==> config.mk <==
export PLATFORM = sky130hd
export DESIGN_NAME = i2c_stream_slave
export DESIGN_NICKNAME = d
export VERILOG_FILES = /design/src/rtl/i2c_ss_pkg.sv /design/src/rtl/i2c_ss_sync.sv /design/src/rtl/i2c_ss_fifo.sv /design/src/rtl/i2c_ss_rdsel.sv /design/src/rtl/i2c_stream_slave.sv
export SDC_FILE = /design/constraint.sdc
export NUM_CORES = 1
export LEC_CHECK = 0
export BUFFER_PORTS_ARGS = -buffer_cell sky130_fd_sc_hd__buf_2
export CAP_MARGIN = 20
export CORE_UTILIZATION = 50
export DETAILED_ROUTE_END_ITERATION = 6
export PLACE_DENSITY = 0.72
export SYNTH_ARGS = -nofsm -noshare
export SYNTH_HDL_FRONTEND = slang
export SYNTH_SLANG_ARGS = --single-unit
==> constraint.sdc <==
create_clock -name clk -period 4 [get_ports clk]
set_clock_uncertainty 0.15 [all_clocks]
set_input_delay 0.4 -clock clk [delete_from_list [all_inputs] [get_ports clk]]
set_output_delay 0.4 -clock clk [all_outputs]
set_load 0.05 [all_outputs]
==> src/rtl/i2c_ss_pkg.sv <==
package i2c_ss_pkg;
    typedef enum logic [2:0] {
        S_IDLE, S_ADDR, S_AACK, S_RX, S_RACK, S_TX, S_TACK, S_SKIP
    } bus_state_t;

    localparam logic [7:0] PTR_CNT_HI = 8'hFD;
    localparam logic [7:0] PTR_CNT_LO = 8'hFE;
    localparam logic [7:0] PTR_STREAM = 8'hFF;
    localparam logic [7:0] ADDR_RESET = 8'h86;
endpackage

==> src/rtl/i2c_ss_sync.sv <==
module i2c_ss_sync #(
    parameter int STAGES = 2
) (
    input  logic clk,
    input  logic rst_n,
    input  logic scl_i,
    input  logic sda_i,
    output logic scl_o,
    output logic sda_o,
    output logic rise_o,
    output logic fall_o,
    output logic start_o,
    output logic stop_o
);
    logic [STAGES-1:0] scl_p, sda_p;
    logic              scl_q, sda_q;

    always_ff @(posedge clk or negedge rst_n) begin
        if (!rst_n) begin
            scl_p <= '1;
            sda_p <= '1;
            scl_q <= 1'b1;
            sda_q <= 1'b1;
        end else begin
            scl_p <= {scl_p[STAGES-2:0], scl_i};
            sda_p <= {sda_p[STAGES-2:0], sda_i};
            scl_q <= scl_p[STAGES-1];
            sda_q <= sda_p[STAGES-1];
        end
    end

    assign scl_o   = scl_p[STAGES-1];
    assign sda_o   = sda_p[STAGES-1];
    assign rise_o  = scl_o & ~scl_q;
    assign fall_o  = ~scl_o & scl_q;
    assign start_o = scl_o & scl_q & sda_q & ~sda_o;
    assign stop_o  = scl_o & scl_q & ~sda_q & sda_o;
endmodule

==> src/rtl/i2c_ss_fifo.sv <==
module i2c_ss_fifo #(
    parameter int W  = 8,
    parameter int AW = 4
) (
    input  logic          clk,
    input  logic          rst_n,
    input  logic          push_i,
    input  logic [W-1:0]  data_i,
    input  logic          pop_i,
    output logic [W-1:0]  data_o,
    output logic [AW:0]   count_o,
    output logic          full_o,
    output logic          empty_o
);
    localparam int DEPTH = 1 << AW;

    logic [W-1:0]  mem [DEPTH];
    logic [AW-1:0] wr_q, rd_q;
    logic          do_push, do_pop;

    assign full_o  = (count_o == (AW+1)'(DEPTH));
    assign empty_o = (count_o == '0);
    assign do_push = push_i && !full_o;
    assign do_pop  = pop_i && !empty_o;
    assign data_o  = mem[rd_q];

    always_ff @(posedge clk) begin
        if (do_push) mem[wr_q] <= data_i;
    end

    always_ff @(posedge clk or negedge rst_n) begin
        if (!rst_n) begin
            wr_q    <= '0;
            rd_q    <= '0;
            count_o <= '0;
        end else begin
            if (do_push) wr_q <= wr_q + 1'b1;
            if (do_pop)  rd_q <= rd_q + 1'b1;
            if (do_push && !do_pop)      count_o <= count_o + 1'b1;
            else if (do_pop && !do_push) count_o <= count_o - 1'b1;
        end
    end

    AST_POP_NOT_EMPTY: assert property (@(posedge clk) disable iff (!rst_n) pop_i |-> !empty_o);
    AST_COUNT_BOUND: assert property (@(posedge clk) disable iff (!rst_n) count_o <= (AW+1)'(DEPTH));
    AST_FULL_DROPS: assert property (@(posedge clk) disable iff (!rst_n) (full_o && !pop_i) |=> full_o && $stable(count_o));
endmodule

==> src/rtl/i2c_ss_rdsel.sv <==
module i2c_ss_rdsel
    import i2c_ss_pkg::*;
#(
    parameter int CNT_W = 16
) (
    input  logic             clk,
    input  logic             rst_n,
    input  logic             load_i,
    input  logic [7:0]       ptr_i,
    input  logic [CNT_W-1:0] count_i,
    input  logic [7:0]       fifo_data_i,
    input  logic             fifo_empty_i,
    output logic [7:0]       byte_o,
    output logic             pop_o
);
    logic [CNT_W-1:0] snap_q;

    always_ff @(posedge clk or negedge rst_n) begin
        if (!rst_n)                            snap_q <= '0;
        else if (load_i && ptr_i == PTR_CNT_HI) snap_q <= count_i;
    end

    always_comb begin
        unique case (ptr_i)
            PTR_CNT_HI: byte_o = count_i[15:8];
            PTR_CNT_LO: byte_o = snap_q[7:0];
            PTR_STREAM: byte_o = fifo_empty_i ? 8'hFF : fifo_data_i;
            default:    byte_o = 8'h00;
        endcase
    end

    assign pop_o = load_i && (ptr_i == PTR_STREAM) && !fifo_empty_i;

    AST_SNAP_ONLY_ON_HI: assert property (@(posedge clk) disable iff (!rst_n) !(load_i && ptr_i == PTR_CNT_HI) |=> $stable(snap_q));
endmodule

==> src/rtl/i2c_stream_slave.sv <==
module i2c_stream_slave
    import i2c_ss_pkg::*;
#(
    parameter int FIFO_AW     = 4,
    parameter int SYNC_STAGES = 2
) (
    input  logic       clk,
    input  logic       rst_n,
    input  logic       scl_i,
    input  logic       sda_i,
    output logic       sda_oe_o,
    input  logic       cfg_we_i,
    input  logic [7:0] cfg_addr_i,
    input  logic       push_i,
    input  logic [7:0] push_data_i,
    output logic       fifo_full_o
);
    localparam int CNT_W = 16;

    logic scl_s, sda_s, rise, fall, start_ev, stop_ev;
    bus_state_t state_q, state_d;
    logic [3:0] bitcnt_q;
    logic [7:0] shreg_q, txreg_q, ptr_q, addr_q;
    logic       rw_q, first_q, nack_q;
    logic       load_rd, set_ptr, addr_hit, pop;
    logic [7:0] rd_byte, fifo_dout;
    logic [FIFO_AW:0] fifo_cnt;
    logic       fifo_empty;
    logic       unused_rw_bit;

    i2c_ss_sync #(.STAGES(SYNC_STAGES)) u_sync (
        .clk(clk), .rst_n(rst_n), .scl_i(scl_i), .sda_i(sda_i),
        .scl_o(scl_s), .sda_o(sda_s), .rise_o(rise), .fall_o(fall),
        .start_o(start_ev), .stop_o(stop_ev)
    );

    i2c_ss_fifo #(.W(8), .AW(FIFO_AW)) u_fifo (
        .clk(clk), .rst_n(rst_n), .push_i(push_i), .data_i(push_data_i),
        .pop_i(pop), .data_o(fifo_dout), .count_o(fifo_cnt),
        .full_o(fifo_full_o), .empty_o(fifo_empty)
    );

    i2c_ss_rdsel #(.CNT_W(CNT_W)) u_rdsel (
        .clk(clk), .rst_n(rst_n), .load_i(load_rd), .ptr_i(ptr_q),
        .count_i(CNT_W'(fifo_cnt)), .fifo_data_i(fifo_dout),
        .fifo_empty_i(fifo_empty), .byte_o(rd_byte), .pop_o(pop)
    );

    assign addr_hit      = (shreg_q[7:1] == addr_q[7:1]);
    assign unused_rw_bit = addr_q[0];

    // State register
    always_ff @(posedge clk or negedge rst_n) begin
        if (!rst_n) state_q <= S_IDLE;
        else        state_q <= state_d;
    end

    // Next state and control strobes
    always_comb begin
        state_d = state_q;
        load_rd = 1'b0;
        set_ptr = 1'b0;
        if (stop_ev) begin
            state_d = S_IDLE;
        end else if (start_ev) begin
            state_d = S_ADDR;
        end else begin
            unique case (state_q)
                S_IDLE, S_SKIP: ;
                S_ADDR: if (fall && bitcnt_q == 4'd8) state_d = addr_hit ? S_AACK : S_SKIP;
                S_AACK: if (fall) begin
                    if (rw_q) begin
                        state_d = S_TX;
                        load_rd = 1'b1;
                    end else begin
                        state_d = S_RX;
                    end
                end
                S_RX: if (fall && bitcnt_q == 4'd8) begin
                    state_d = S_RACK;
                    set_ptr = first_q;
                end
                S_RACK: if (fall) state_d = S_RX;
                S_TX:   if (fall && bitcnt_q == 4'd7) state_d = S_TACK;
                S_TACK: if (fall) begin
                    if (nack_q) begin
                        state_d = S_SKIP;
                    end else begin
                        state_d = S_TX;
                        load_rd = 1'b1;
                    end
                end
                default: state_d = S_IDLE;
            endcase
        end
    end

    // Datapath registers
    always_ff @(posedge clk or negedge rst_n) begin
        if (!rst_n) begin
            bitcnt_q <= '0;
            shreg_q  <= '0;
            txreg_q  <= '0;
            ptr_q    <= '0;
            addr_q   <= ADDR_RESET;
            rw_q     <= 1'b0;
            first_q  <= 1'b0;
            nack_q   <= 1'b0;
        end else begin
            if (cfg_we_i) addr_q <= cfg_addr_i;
            if (start_ev) first_q <= 1'b1;
            else if (state_q == S_RX && state_d == S_RACK) first_q <= 1'b0;

            if (start_ev || state_q != state_d) bitcnt_q <= '0;
            else if (rise && (state_q == S_ADDR || state_q == S_RX)) bitcnt_q <= bitcnt_q + 1'b1;
            else if (fall && state_q == S_TX) bitcnt_q <= bitcnt_q + 1'b1;

            if (rise && (state_q == S_ADDR || state_q == S_RX)) shreg_q <= {shreg_q[6:0], sda_s};
            if (state_q == S_ADDR && state_d == S_AACK) rw_q <= shreg_q[0];
            if (rise && state_q == S_TACK) nack_q <= sda_s;

            if (load_rd) txreg_q <= rd_byte;
            else if (fall && state_q == S_TX) txreg_q <= {txreg_q[6:0], 1'b0};

            if (set_ptr) ptr_q <= shreg_q;
            else if (load_rd && ptr_q != PTR_STREAM) ptr_q <= ptr_q + 1'b1;
        end
    end

    // Outputs
    always_comb begin
        unique case (state_q)
            S_AACK, S_RACK: sda_oe_o = 1'b1;
            S_TX:           sda_oe_o = ~txreg_q[7];
            default:        sda_oe_o = 1'b0;
        endcase
    end

    AST_SDA_MOVES_SCL_LOW: assert property (@(posedge clk) disable iff (!rst_n) ($rose(sda_oe_o) || $fell(sda_oe_o)) |-> !scl_s);
    AST_ACK_ONLY_ON_MATCH: assert property (@(posedge clk) disable iff (!rst_n) $rose(state_q == S_AACK) |-> (shreg_q[7:1] == addr_q[7:1]));
    AST_PTR_HOLDS_AT_TOP: assert property (@(posedge clk) disable iff (!rst_n) (ptr_q == PTR_STREAM && !set_ptr) |=> ptr_q == PTR_STREAM);
    AST_STOP_TO_IDLE: assert property (@(posedge clk) disable iff (!rst_n) stop_ev |=> (state_q == S_IDLE) && !sda_oe_o);
    AST_POP_ON_STREAM_LOAD: assert property (@(posedge clk) disable iff (!rst_n) pop |-> (ptr_q == PTR_STREAM) && (state_q == S_AACK || state_q == S_TACK));
endmodule

## Word level (Yosys, flattened, before mapping)

Memories as Yosys holds them, arrays and structs flattened.
Index checks and enable logic that the tools add are counted.

- RAM bits: 128
- Bits in read-only memories: 0
- Bits in registers: 66
- Memories: 1
- Output and inout port bits: 2
- Latch bits: 0
- Bits of input ports: 22
- Logic and storage cells: 120

- Div/mod/pow operators: 0
- Shift operators: 0
- Mux-type cells: 39
- Order comparisons: 0
- Reductions and logical operators: 28
- Equality and inequality tests: 17
- $add $sub $neg: 6
- Bitwise logic cells: 12
- Multiply operators: 0

Memories:

| name | depth | width | read ports | clocked after memory_dff | wr ports | RTL line | RTL |
|---|---|---|---|---|---|---|---|
| u_fifo.mem | 16 | 8 | 1 | 0 | 1 | i2c_ss_fifo.sv:17 | `logic [W-1:0] mem [DEPTH];` |

Operator list:

| kind | count |
|---|---|
| $mux W8 | 5 |
| $mux W3 | 10 |
| $eq A8 B8 Y1 const B | 3 |
| $pmux W3 S6 | 1 |
| $pmux W8 S2 | 1 |
| $logic_and A1 B1 Y1 | 15 |
| $mux W1 | 14 |
| $add A4 B1 Y4 const B | 3 |
| $eq A3 B3 Y1 const B | 4 |
| $mux W4 | 3 |
| $mux W5 | 2 |
| $eq A3 B2 Y1 const B | 3 |
| $add A8 B1 Y8 const B | 1 |
| $ne A8 B8 Y1 const B | 1 |
| $reduce_bool A2 Y1 | 4 |
| $and A1 B1 Y1 | 7 |
| $eq A7 B7 Y1 | 1 |
| $add A5 B1 Y5 const B | 1 |
| $eq A5 B5 Y1 const B | 1 |
| $logic_not A5 Y1 | 1 |
| $not A1 Y1 | 5 |
| $sub A5 B1 Y5 const B | 1 |
| $eq A4 B3 Y1 const B | 1 |
| $eq A4 B4 Y1 const B | 1 |
| other kinds (8) | 13 |

## Longest topological paths before layout

- Depth after elaboration: 12
- Depth in mapped cells: 13
- Depth with buffers taken out: 11

## By module

Synthesis repeated with hierarchy kept, for this count alone.

- Cell total of the unflattened synthesis: 603
- Area, all modules: 8700.8 sq um

Modules (own cells, without submodules):

| module | cells an instance | area an instance (sq um) | times used |
|---|---|---|---|
| i2c_ss_fifo | 322 | 5770.5 | 1 |
| i2c_stream_slave | 217 | 2215.9 | 1 |
| i2c_ss_rdsel | 54 | 524.3 | 1 |
| i2c_ss_sync | 10 | 190.2 | 1 |

## Worst setup path before layout

No wires, ideal clock.

- Kind: register to register
- From: register u_fifo.count_o[0]
- To: register u_fifo.count_o[4]
- Path slack: 0.914 ns
- Data arrival time: 2.811 ns
- Data required time: 3.725 ns
- Cell stages (with the launch flop): 13
- Cell sequence: dfrtp_1 nor4_1 and2_1 nor2b_1 clkbuf_1 ha_1 inv_1 ha_1 a21o_1 a21oi_1 xnor2_1 nor2_1 xor2_1

- Elaborated cells on any way between the ends: 16
- Classes of those cells: add/sub: 2; eq/ne: 1; mux: 2; reduce/logical: 11

RTL lines:

| what | RTL line | RTL |
|---|---|---|
| start: declaration | i2c_ss_fifo.sv:11 | `output logic [AW:0] count_o,` |
| start signal: assignment | i2c_ss_fifo.sv:39 | `if (do_push && !do_pop) count_o <= count_o + 1'b1;` |
| start signal: assignment | i2c_ss_fifo.sv:40 | `else if (do_pop && !do_push) count_o <= count_o - 1'b1;` |
| $eq A5 B5 Y1 (*) | i2c_ss_fifo.sv:21 | `assign full_o = (count_o == (AW+1)'(DEPTH));` |
| net fifo_full_o | i2c_stream_slave.sv:16 | `output logic fifo_full_o` |
| $logic_not A1 Y1 (*) | i2c_ss_fifo.sv:23 | `assign do_push = push_i && !full_o;` |
| $logic_and A1 B1 Y1 (*) | i2c_ss_fifo.sv:23 |  |
| net u_fifo.do_push | i2c_ss_fifo.sv:19 | `logic do_push, do_pop;` |
| $logic_not A1 Y1 | i2c_ss_fifo.sv:40 |  |
| $logic_and A1 B1 Y1 | i2c_ss_fifo.sv:40 |  |
| $reduce_bool A2 Y1 (no source line) | - |  |

Mark *: on every way through the listed nets, which the timed path passes. The rest lies on a longest branch. The select of a mux whose other input is x is not followed.
A chain may end at the register's enable or synchronous reset.

## Final worst setup path

- From: register u_sync.scl_q
- To: register u_fifo.count_o[4]

- Cells in the longest elaborated chain, start to end: 11
- Elaborated cells on any way between the ends: 19
- Classes of those cells: mux: 6; bitwise: 6; reduce/logical: 7

RTL lines:

| what | RTL line | RTL |
|---|---|---|
| start: declaration | i2c_ss_sync.sv:16 | `logic scl_q, sda_q;` |
| start signal: assignment | i2c_ss_sync.sv:27 | `scl_q <= scl_p[STAGES-1];` |
| $and A1 B1 Y1, on equally long branches | i2c_ss_sync.sv:35, i2c_ss_sync.sv:36, i2c_ss_sync.sv:37 |  |
| $mux W1 (tied with other cells) | i2c_stream_slave.sv:85 | `S_TACK: if (fall) begin` |
| $pmux W1 S2 / $and A1 B1 Y1 (equally long branches) | i2c_stream_slave.sv:68, i2c_ss_sync.sv:36 |  |
| $mux W1 | i2c_stream_slave.sv:65 | `end else if (start_ev) begin` |
| $mux W1 (*) | i2c_stream_slave.sv:63 | `if (stop_ev) begin` |
| $logic_and A1 B1 Y1 (*) (2 in a row) | i2c_ss_rdsel.sv:32 | `assign pop_o = load_i && (ptr_i == PTR_STREAM) && !fifo_empty_i;` |
| $logic_and A1 B1 Y1 (*) | i2c_ss_fifo.sv:24 | `assign do_pop = pop_i && !empty_o;` |
| $logic_not A1 Y1 | i2c_ss_fifo.sv:39 |  |
| $logic_and A1 B1 Y1 | i2c_ss_fifo.sv:39 |  |
| $mux W5 / $reduce_bool A2 Y1 (equally long branches) | - |  |

Mark *: on every way between the ends. The rest lies on a longest branch, timed or not.

==> impl_metrics.csv <==
group,metric,value,unit
sta,period_share,87.25,%
pwr,leakage,0.003331,uW
global_route,grt_pass1_wl,26570,um
placed_design,portBuffers,22,
detailed_routing,met1Wirelength,6762,um
detailed_routing,antenna_left,0,
detailed_routing,first_iter_violations,310,
clocking,cts_sinks,193,
setup_path,max_stage_delay,600,ps
pwr,power_switching,1535,uW
global_route,antenna_found_initial,0,
global_route,grt_pass1_vias,4935,
pwr,switching_share,29.64,%
floorplanning,start_util,51.16,%
status,status,"completed",
detailed_routing,via_count,4841,
setup_path,crit_fanout,9,
clocking,cts_tree,"built",
global_route,grt_max_degree,44,
setup_path,ff2ff_setup_slack,510,ps
clocking,cts_buffers,17,
sta,fmax,0.2865,GHz
placed_design,gp_congestion,0.8049,
floorplanning,core,16520,um^2
global_route,grt_use_total,20.31,%
synth,syn_area_per_cell,14.78,um^2
synth,async_reset_ff_share,33.68,%
synth,synth_commonest_cells,"edfxtp_1, dfrtp_1, mux2_2, mux2i_1, nor2_1",
synth,synth_area,8454,um^2
layout,area_growth,10.82,%
synth,synth_flop_cell,"edfxtp_1",
pwr,p_seq_share,51.8,%
detailed_routing,routed.top_layer,"met4",
clocking,cts-root-buf,"clkbuf_16",
synth,synth_edf_count,128,
synth,synth_largest_area_cell,"edfxtp_1",
clocking,cts_resized,0,
pwr,pwr-share-comb,17.8,%
setup_path,r2r_start,"u_sync.scl_q",
global_route,overflow,0,
sta,period_minus_slack,3490,ps
synth,ys_seq_elements,193,
pwr,intPower,3645,uW
setup_path,cp.required,4160,ps
setup_path,r2r-end,"u_fifo.count_o[4]",
detailed_routing,vias_per_cell,5.847,
setup_path,cpMostUsedCell,"ha_1",
layout,diodes,0,
placed_design,dp_hpwl,10900,um
clocking,clk_path_buf_depth,2,
detailed_routing,wl_met3,695,um
layout,final_nets,632,
sta,hold_viol,0,
sta,grt_setup_unrepaired,"no",
setup_path,cp.arrival,3650,ps
setup_path,start_kind,"flip-flop",
synth,netlist.area_leader.share,45.46,%
sta,fin_tns_setup,0,ps
clocking,insertion_delay,430,ps
synth,postSynthCellCount,572,
min_path,whs_path_depth,2,
synth,synth_area_leaders,"edfxtp_1, dfrtp_1, mux4_2",
synth,syn-num-nets,609,
setup_path,critical-path-slowest-cell,"dfstp_2",
floorplanning,io_pins,24,
min_path,hp-start,"cfg_addr_i[1]",
detailed_routing,met2_length,8581,um
synth,yosysMostFrequentCell,"edfxtp_1",
floorplanning,dieArea,17430,um^2
synth,yosysSeqAreaShare,64.84,%
setup_path,cp_cell_sequence,"nor2b_1 > o2111a_1 > nand4_1 > ha_1 > inv_1 > ha_1 > a21o_1 > a21oi_1 > xnor2_1 > nor2_1 > xor2_1",
pwr,irDropWorstVdd,430.8,uV
detailed_routing,drtPass1Iterations,5,
pwr,power.density,552.9,nW/um^2
flow_run,drv_cap,0,
synth,synth_warnings,0,
setup_path,startpoint,"u_sync.scl_q",
setup_path,rr_worst_depth,11,
placed_design,pre_cts_slack,733.0,ps
pwr,p_clk_share,30.3,%
detailed_routing,routedWlPerCell,19.65,um
sta,setup_violations,0,
clocking,htreeDepth,4,
setup_path,cp-end-kind,"flip-flop",
floorplanning,fp.dieH,132.0,um
synth,netlist-cell-type-count,64,
detailed_routing,drc_errors,0,
sta,worst_pin_slew,1027,ps
min_path,hp-class,"in2reg",
sta,worst_slew_margin_rel,31.50,%
layout,layout-drive-gt1-share,21.38,%
sta,layout_setup_ws,510.0,ps
setup_path,path_class,"reg2reg",
clocking,clkTransAtPathRegs,70,ps
min_path,min_to,"addr_q[1]",
sta,slew_violations,0,
detailed_routing,routed_wl,16270,um
floorplanning,row_count,47,
floorplanning,dieWidth,132.0,um
## power groups by stage
| stage | Combinational [uW] | Clock (uW) | Sequential [uW] |
|---|---|---|---|
| 2_1_floorplan | 760 | 0 | 2590 |
| 3_3_place_gp | 868 | 0 | 2700 |
| 3_5_place_dp | 912 | 0 | 2720 |
| 4_1_cts | 929 | 1600 | 2680 |
| 5_1_grt | 1030 | 1690 | 2720 |
| 6_report | 924 | 1570 | 2690 |
## placed cells by master (no fill, tap or decap), types with 3 or more instances in the layout
cell,Yosys,final
xnor2_1,18,18
and3_1,9,9
buf_4,1,8
xor2_1,6,6
nand4_1,7,7
dlygate4sd3_1,0,3
nor3_1,14,14
inv_8,0,3
mux2i_1,31,31
o221ai_1,3,3
nor4_1,4,4
mux2_2,31,31
ha_1,14,14
a311oi_1,5,5
inv_1,13,13
nor2_1,29,29
clkinv_4,0,4
mux4_2,19,19
buf_2,5,22
o21bai_1,5,5
a21oi_1,20,20
o22ai_1,8,8
edfxtp_1,128,128
dfrtp_1,56,54
nor3b_1,3,3
nand2_1,25,25
nand2b_1,6,6
clkbuf_16,0,17
nor2b_1,7,7
nand3_1,8,8
a22oi_1,8,8
o31ai_1,4,4
o21ai_0,13,13
dfstp_2,9,9
and2_1,3,3
## critical path: cells and delay by family, from the launching register on
family | cells | cell delay, ps
compound gates | 3 | 910
simple gates | 3 | 660
flops | 1 | 600
fa+ha+maj | 2 | 570
xor+xnor | 2 | 320
buf+inv | 1 | 150
## cell families after synthesis
family	after synthesis	share of synthesized area, %
adders and majority gates	15	2.309
AOI/OAI and AO/OA	86	7.104
and+or+nand+nor	130	8.288
DFF	193	64.84
buffers and inverters	42	1.983
xor gates and xnor gates	24	2.486
muxes	82	12.99
## layer usage
layer	track usage [%]	vias up
li1	-	2243
met1	24.97	2445
met2	35.68	133
met3	4.575	20
met4	6.331	0
met5	0	-
## worst max path at each step
stage	end	slack, ps	depth (start not counted)
floorplan	u_fifo.count_o[4]	910	12
global placement	u_fifo.count_o[4]	840	11
detailed placement	u_fifo.count_o[4]	730	11
CTS	u_fifo.count_o[4]	540	11
global route	u_fifo.count_o[4]	320	11
finish	u_fifo.count_o[4]	510	11
## stage by stage
stage	utilization, %	hold slack, ps	total power, uW	cell area [um^2]	instances
3_3_place_gp	53.15	198.7	3571	8783	793
6_report	56.70	53.25	5180	9369	828
4_1_cts	56.70	36.11	5217	9369	828
5_1_grt	56.70	30.45	5445	9369	828
2_1_floorplan	-	-45.59	3354	8454	572
3_5_place_dp	53.15	198.2	3636	8783	793
## what timing repair did
item / in CTS / in global routing
setup buffers: 0 / 0
hold endpoints to repair: 37 / 0
hold buffers: 3 / 0
## flip-flops by register name (all words and copies together), names as in the netlist, 3 cells and up
signal	flops
u_fifo.mem	128
ptr_q	8
shreg_q	8
txreg_q	8
addr_q	7
u_fifo.count_o	5
u_rdsel.snap_q	5
bitcnt_q	4
u_fifo.rd_q	4
u_fifo.wr_q	4
state_q	3
## cell type report
class,instances,area [um^2]
Timing Repair Buffer,33,200.2
Inverter,13,48.80
Multi-Input combinational cell,337,2805
Clock buffer,18,429.2
Clock inverter,14,126.4
Sequential cell,193,5484
Tap cell,220,275.3
Fill cell,1274,7156
Note: power is estimated with default switching activity, not from simulation.
